==> config.mk <==
export PLATFORM = sky130hd
export DESIGN_NAME = bsr_chain
export DESIGN_NICKNAME = d
export VERILOG_FILES = /design/src/rtl/bsr_pkg.sv /design/src/rtl/bsr_scan_cell.sv /design/src/rtl/bsr_pad_mux.sv /design/src/rtl/bsr_chain.sv
export SDC_FILE = /design/constraint.sdc
export NUM_CORES = 1
export LEC_CHECK = 0
export ABC_AREA = 1
export BUFFER_PORTS_ARGS = -buffer_cell sky130_fd_sc_hd__buf_2
export CAP_MARGIN = 20
export CORE_ASPECT_RATIO = 0.6
export CORE_MARGIN = 2
export CORE_UTILIZATION = 45
export CTS_CLUSTER_SIZE = 16
export DETAILED_ROUTE_END_ITERATION = 10
export GPL_TIMING_DRIVEN = 0
export PLACE_DENSITY = 0.77
export SLEW_MARGIN = 20
export SYNTH_ARGS = -nofsm -noshare
export SYNTH_HDL_FRONTEND = slang
export SYNTH_SLANG_ARGS = --single-unit
==> constraint.sdc <==
create_clock -name clk_i -period 0.9 [get_ports clk_i]
set_clock_uncertainty 0.05 [all_clocks]
set_input_delay 0.045 -clock clk_i [delete_from_list [all_inputs] [get_ports clk_i]]
set_output_delay 0.045 -clock clk_i [all_outputs]
set_load 0.01 [all_outputs]
==> src/rtl/bsr_pkg.sv <==
package bsr_pkg;
  localparam int CELLS_PER_PAD = 2;
  localparam int EN_OFS = 0;  // enable cell sits nearer tdo
  localparam int DO_OFS = 1;

  function automatic int en_idx(input int pad);
    return CELLS_PER_PAD * pad + EN_OFS;
  endfunction

  function automatic int do_idx(input int pad);
    return CELLS_PER_PAD * pad + DO_OFS;
  endfunction
endpackage

==> src/rtl/bsr_scan_cell.sv <==
module bsr_scan_cell (
  input  logic clk_i,
  input  logic rst_ni,
  input  logic capture_i,
  input  logic shift_i,
  input  logic update_i,
  input  logic cap_d_i,
  input  logic ser_d_i,
  output logic scan_q_o,
  output logic upd_q_o
);
  always_ff @(posedge clk_i or negedge rst_ni) begin
    if (!rst_ni)        scan_q_o <= 1'b0;
    else if (capture_i) scan_q_o <= cap_d_i;
    else if (shift_i)   scan_q_o <= ser_d_i;
  end

  always_ff @(posedge clk_i or negedge rst_ni) begin
    if (!rst_ni)       upd_q_o <= 1'b0;
    else if (update_i) upd_q_o <= scan_q_o;
  end
endmodule

==> src/rtl/bsr_pad_mux.sv <==
module bsr_pad_mux (
  input  logic extest_i,
  input  logic core_do_i,
  input  logic core_oe_i,
  input  logic upd_do_i,
  input  logic upd_oe_i,
  input  logic pad_di_i,
  output logic pad_do_o,
  output logic pad_oe_o,
  output logic cap_en_o,
  output logic cap_do_o
);
  always_comb begin
    pad_do_o = extest_i ? upd_do_i : core_do_i;
    pad_oe_o = extest_i ? upd_oe_i : core_oe_i;
  end

  // released pad: observe the pin; driven pad: observe own drive
  assign cap_en_o = pad_oe_o;
  assign cap_do_o = pad_oe_o ? pad_do_o : pad_di_i;
endmodule

==> src/rtl/bsr_chain.sv <==
module bsr_chain #(
  parameter int N_PADS = 4
) (
  input  logic              clk_i,
  input  logic              rst_ni,
  input  logic              capture_i,
  input  logic              shift_i,
  input  logic              update_i,
  input  logic              extest_i,
  input  logic              tdi_i,
  input  logic [N_PADS-1:0] core_do_i,
  input  logic [N_PADS-1:0] core_oe_i,
  input  logic [N_PADS-1:0] pad_di_i,
  output logic [N_PADS-1:0] pad_do_o,
  output logic [N_PADS-1:0] pad_oe_o,
  output logic              tdo_o
);
  import bsr_pkg::*;

  localparam int CHAIN_LEN = CELLS_PER_PAD * N_PADS;

  logic [CHAIN_LEN-1:0] scan_q;
  logic [CHAIN_LEN-1:0] upd_q;
  logic [CHAIN_LEN-1:0] cap_d;
  logic [CHAIN_LEN:0]   ser_in;

  assign ser_in = {tdi_i, scan_q};
  assign tdo_o  = scan_q[0];

  for (genvar i = 0; i < CHAIN_LEN; i++) begin : g_cell
    bsr_scan_cell u_cell (
      .clk_i     (clk_i),
      .rst_ni    (rst_ni),
      .capture_i (capture_i),
      .shift_i   (shift_i),
      .update_i  (update_i),
      .cap_d_i   (cap_d[i]),
      .ser_d_i   (ser_in[i+1]),
      .scan_q_o  (scan_q[i]),
      .upd_q_o   (upd_q[i])
    );
  end

  for (genvar p = 0; p < N_PADS; p++) begin : g_pad
    bsr_pad_mux u_mux (
      .extest_i  (extest_i),
      .core_do_i (core_do_i[p]),
      .core_oe_i (core_oe_i[p]),
      .upd_do_i  (upd_q[do_idx(p)]),
      .upd_oe_i  (upd_q[en_idx(p)]),
      .pad_di_i  (pad_di_i[p]),
      .pad_do_o  (pad_do_o[p]),
      .pad_oe_o  (pad_oe_o[p]),
      .cap_en_o  (cap_d[en_idx(p)]),
      .cap_do_o  (cap_d[do_idx(p)])
    );
  end
endmodule

Word-level counts from Yosys, hierarchy flattened
Cells that the tools add are included.
{"block": "totals", "inputBits": 19, "latch_bits": 0, "mem_bits_ro": 0, "reg_bits": 16, "n_memories": 0, "mem_bits_rw": 0}
{"block": "op_classes", "reduce_logical": 1, "n_bitwise": 0, "n_eq_ne": 0, "add_sub_neg": 0, "n_div": 0, "mul": 0, "n_shift": 0, "muxes": 28, "order_cmp": 0}
{"cell": "1-bit 2-to-1 mux", "count": 28}
{"cell": "2-bit nonzero test", "count": 1}

Longest topological paths before layout
{"block": "depth", "depth_word": 3, "mapped_depth": 8}

Cells and area by module
A second synthesis with hierarchy kept.
{"block": "hier_totals", "cells_unflattened": 148, "area_unflattened_um2": 965.9}
{"mod": "bsr_scan_cell", "cells_per_inst": 13, "area_per_inst_um2": 93.8, "n_inst": 8}
{"mod": "bsr_pad_mux", "cells_per_inst": 11, "area_per_inst_um2": 53.8, "n_inst": 4}

Worst setup path before layout
No wires, ideal clock.
{"block": "synth_path", "path_kind": "reg2reg", "startpoint": "register g_cell[0].u_cell.upd_q_o", "endpoint": "register g_cell[1].u_cell.scan_q_o", "t_required_ns": 0.736, "synth_period_minus_slack_ns": 0.870, "setup_slack_ns": 0.030, "path_stages_with_launch": 7, "n_path_buf": 0, "arrival_time_ns": 0.706, "path_cell_list": "dfrtp_1 -> nand2_1 -> nand2_2 -> nand2_1 -> nand3_1 -> nand3_1 -> inv_1"}
{"block": "synth_via", "elab_chain_cells": 3}
{"item": "from (decl)", "line_no": "bsr_scan_cell.sv:10", "source": "output logic upd_q_o"}
{"item": "from (signal assigned)", "line_no": "bsr_scan_cell.sv:20", "source": "else if (update_i) upd_q_o <= scan_q_o;"}
{"item": "1-bit 2-to-1 mux", "line_no": "bsr_pad_mux.sv:15", "source": "pad_oe_o = extest_i ? upd_oe_i : core_oe_i;"}
{"item": "net g_cell[0].u_cell.cap_d_i", "line_no": "bsr_scan_cell.sv:7", "source": "input logic cap_d_i,"}
{"item": "1-bit 2-to-1 mux", "line_no": "bsr_pad_mux.sv:20", "source": "assign cap_do_o = pad_oe_o ? pad_do_o : pad_di_i;"}
{"item": "1-bit 2-to-1 mux", "line_no": "bsr_scan_cell.sv:14", "source": "else if (capture_i) scan_q_o <= cap_d_i;"}
{"item": "to (signal assigned)", "line_no": "bsr_scan_cell.sv:14"}
{"item": "to (signal assigned)", "line_no": "bsr_scan_cell.sv:15", "source": "else if (shift_i) scan_q_o <= ser_d_i;"}
{"item": "to (decl)", "line_no": "bsr_scan_cell.sv:9", "source": "output logic scan_q_o,"}
The timed path passes the listed nets, and every way through them passes these cells.
A chain may end at the register's enable or synchronous reset.

Worst setup path in the final report
{"block": "layout_path", "startpoint": "register g_cell[0].u_cell.upd_q_o", "endpoint": "output port pad_oe_o[0]"}
{"block": "layout_via", "elab_chain_cells": 1}
{"item": "1-bit 2-to-1 mux", "line_no": "bsr_pad_mux.sv:15"}
{"item": "to (decl)", "line_no": "bsr_chain.sv:15", "source": "output logic [N_PADS-1:0] pad_oe_o,"}
No other way between the ends.

==> impl_metrics.yaml <==
outcome:
  status: "finished, violations left"
  violations: "setup timing"
critical_path:
  reg2reg_depth: 6
  timing.rr.start: "g_cell[4].u_cell.upd_q_o$_DFFE_PN0P_"
  path_max_fanout: 2
  critPathBufInv: 2
  cp-end-kind: "primary output"
  critPathRequiredTime_ns: 0.81
  worstSetupEndpoint: "pad_oe_o[0]"
  crit_arrival_ns: 1.05
  r2r_slack_ns: -0.17
  crit_cells: 4
  max_stage_delay_ns: 0.40
  cp_cell_sequence: "nand2_2 > nand2_2 > buf_6 > buf_6"
  criticalPathCategory: "flop to primary output"
  start_kind: "flop"
  cpLargestDelayFamily: "flip-flops"
  cp-startpoint: "g_cell[0].u_cell.upd_q_o$_DFFE_PN0P_"
  r2r-end: "g_cell[5].u_cell.scan_q_o$_DFFE_PN0P_"
  cp_slowest_cell: "dfrtp_1"
die:
  boundaryPins: 28
  core-area_mm2: 0.002115
  initial_core_util: 0.4645
  rows: 13
  die_area_mm2: 0.002585
  die_x_um: 64.32
  die_h_um: 40.19
placement:
  post-place-cells: 177
  dp_hpwl_um: 1495
  globalplace.congestion: 0.7970
  dpl_worst_slack_ns: -0.03900
  io_buffer_count: 25
cells_and_area:
  antennaDiodeCount: 0
  final_layout_size_suffix_gt1_frac: 0.5976
  fin_nets: 185
  area_growth_pct: 48.66
  fillCellCount: 174
  fin_cells: 194
detailed_routing:
  firstDrtPassIters: 4
  ant_nets: 0
  via_per_inst: 4.938
  dr.first_iter.drc_count: 34
  drc: 0
  postRouteWirelength_um: 2445
  wire_per_inst_um: 12.60
  via_count: 958
timing:
  final.period_utilization: 1.273
  setup_violations: 17
  max_slew.worst_pin.slew_ns: 0.3735
  setup_ws_ns: -0.2457
  rsz0062_at_grt: "yes"
  maxSlewViolCount: 0
  fin_crit_ns: 1.146
  fmax_ghz: 0.8728
  maxSlewHeadroom: 0.7510
  hold_viol: 0
yosys:
  yosys-top-cells-area: "dfrtp_1 41%, nand2_1 11%, buf_4 7.6%, nand3_1 7.6%, nand2_2 6.4%"
  synth_fp_nets: 141
  synth.most_common_cell: "nand2_1"
  synth_commonest_cells: "28 x nand2_1, 16 x dfrtp_1, 15 x inv_1, 15 x nand3_1"
  async_reset_ff_frac: 1.000
  yosysSeqAreaShare: 0.4076
  avgSynthCellArea_um2: 8.051
  synth.distinct_cells: 18
  synth-seq-cells: 16
  synth-edff-count: 0
  synth_top_area_share: 0.4076
  synth_largest_area_cell: "dfrtp_1"
  syn-instance-count: 122
  yosys_warnings: 0
  synth_area_um2: 982.2
  ys.flop_type: "dfrtp_1"
grt:
  grt_pass1_wl_um: 3732
  grt_max_degree: 17
  first_global_vias: 831
  grt_overflow: 0
  antenna_found_initial: 0
  track_usage: 0.1973
min_path:
  hp-class: "primary input to flop"
cts:
  cts_tree: "done"
  clock-root-buffer: "clkbuf_4"
  cts-hold-fix-buffers: 1
  clockBufferDepth: 2
  clkTransAtPathRegs_ns: 0.09
  cts_max_level: 1
  cts_buffers: 3
  worstSkewPairLatency_ns: 0.28
  clock_sinks: 16
pwr:
  p_leak_nw: 0.7747
  power.density_mw_per_mm2: 1471
  pwr-share-comb: 0.401
  swShare: 0.3215
  ir_drop_mv: 1.038
  power.switching_w: 0.0006907
  power_frac_clock: 0.177
  p_seq_frac: 0.422
  p_int_w: 0.001458
flow_run:
  cap_violations: 0
worst min path at each step:
stage                  start                               endpoint  slack [ns]  cells past startpoint
global placement      rst_ni   g_cell[4].u_cell.upd_q_o$_DFFE_PN0P_       -0.08                      1
detailed placement    rst_ni   g_cell[4].u_cell.upd_q_o$_DFFE_PN0P_       -0.07                      1
floorplan             rst_ni  g_cell[0].u_cell.scan_q_o$_DFFE_PN0P_       -0.30                      0
finish              update_i   g_cell[2].u_cell.upd_q_o$_DFFE_PN0P_        0.01                      2
global route        update_i   g_cell[2].u_cell.upd_q_o$_DFFE_PN0P_    -0.00006                      2
CTS                 update_i   g_cell[2].u_cell.upd_q_o$_DFFE_PN0P_       0.008                      2
registers in the layout (all words and copies together) (netlist names):
register and count:
g_cell.u_cell.scan_q_o 8, g_cell.u_cell.upd_q_o 8
final cells by class:
| class | count | area [µm²] | area share |
|---|---|---|---|
| Multi-Input combinational cell | 78 | 513.0 | 0.3513 |
| Sequential cell | 16 | 400.4 | 0.2742 |
| Timing Repair Buffer | 41 | 320.3 | 0.2194 |
| Buffer | 10 | 98.84 | 0.06769 |
| Inverter | 16 | 67.56 | 0.04627 |
| Tap cell | 30 | 37.54 | 0.02571 |
| Clock buffer | 3 | 22.52 | 0.01542 |
power by group through the flow:
stage	combinational, W	sequential [W]	clock (W)
detailed placement	0.000542	0.000910	0
global route	0.000937	0.000921	0.000432
finish	0.000861	0.000908	0.000380
floorplan	0.000387	0.000896	0
CTS	0.000777	0.000899	0.000379
global placement	0.000530	0.000904	0
logic make-up (layout without fill, tap and decap cells):
family                 Yosys count  count (layout)  share of synthesized area
muxes                            4               4                    0.04586
AOI/OAI and AO/OA               10              10                    0.05988
buffers and inverters           28              70                     0.1618
DFF                             16              16                     0.4076
and+or+nand+nor                 64              64                     0.3248
through the flow:
step / hold WS, ns / power [W] / area [µm²] / util / setup TNS [ns]
final: 0.01411 / 0.002148 / 1460 / 0.6905 / -2.455
after global routing: -0.00005759 / 0.002290 / 1460 / 0.6905 / -3.371
after CTS: 0.008399 / 0.002055 / 1385 / 0.6550 / -2.525
after detailed placement: -0.07208 / 0.001452 / 1145 / 0.5414 / -0.1499
after global placement: -0.08269 / 0.001434 / 1145 / 0.5414 / -0.05678
after floorplan: -0.3006 / 0.001282 / 982.2 / - / 0
cell usage in the layout (no fill, tap or decap):
master / instances
nor2_4: 1
a21oi_1: 2
nand2_1: 19
nor2_1: 6
dlygate4sd3_1: 1
a31oi_4: 1
a21oi_2: 2
o21ai_2: 2
dfrtp_1: 16
buf_4: 11
nand2_2: 18
inv_8: 1
inv_2: 3
nand3_2: 10
nand3_1: 7
inv_1: 12
buf_6: 21
buf_2: 18
clkbuf_4: 3
o21ai_0: 3
mux2_2: 4
nand2_4: 3
layer usage:
layer / GRT usage / vias to the layer above / wire length, µm
met1: 0.2655 / 456 / 1135
met2: 0.3516 / 43 / 1125
li1: - / 459 / -
met4: 0 / 0 / 0
met5: 0 / - / 0
met3: 0.05056 / 0 / 183
what timing repair did:
action,CTS,global route
setup buffers,18,2
gates cloned,0,0
setup endpoints to repair,13,19
gates resized for setup,23,24
endpoints found under the hold margin,16,1
pin swaps,19,8
Power figures use the tool's default switching activity.
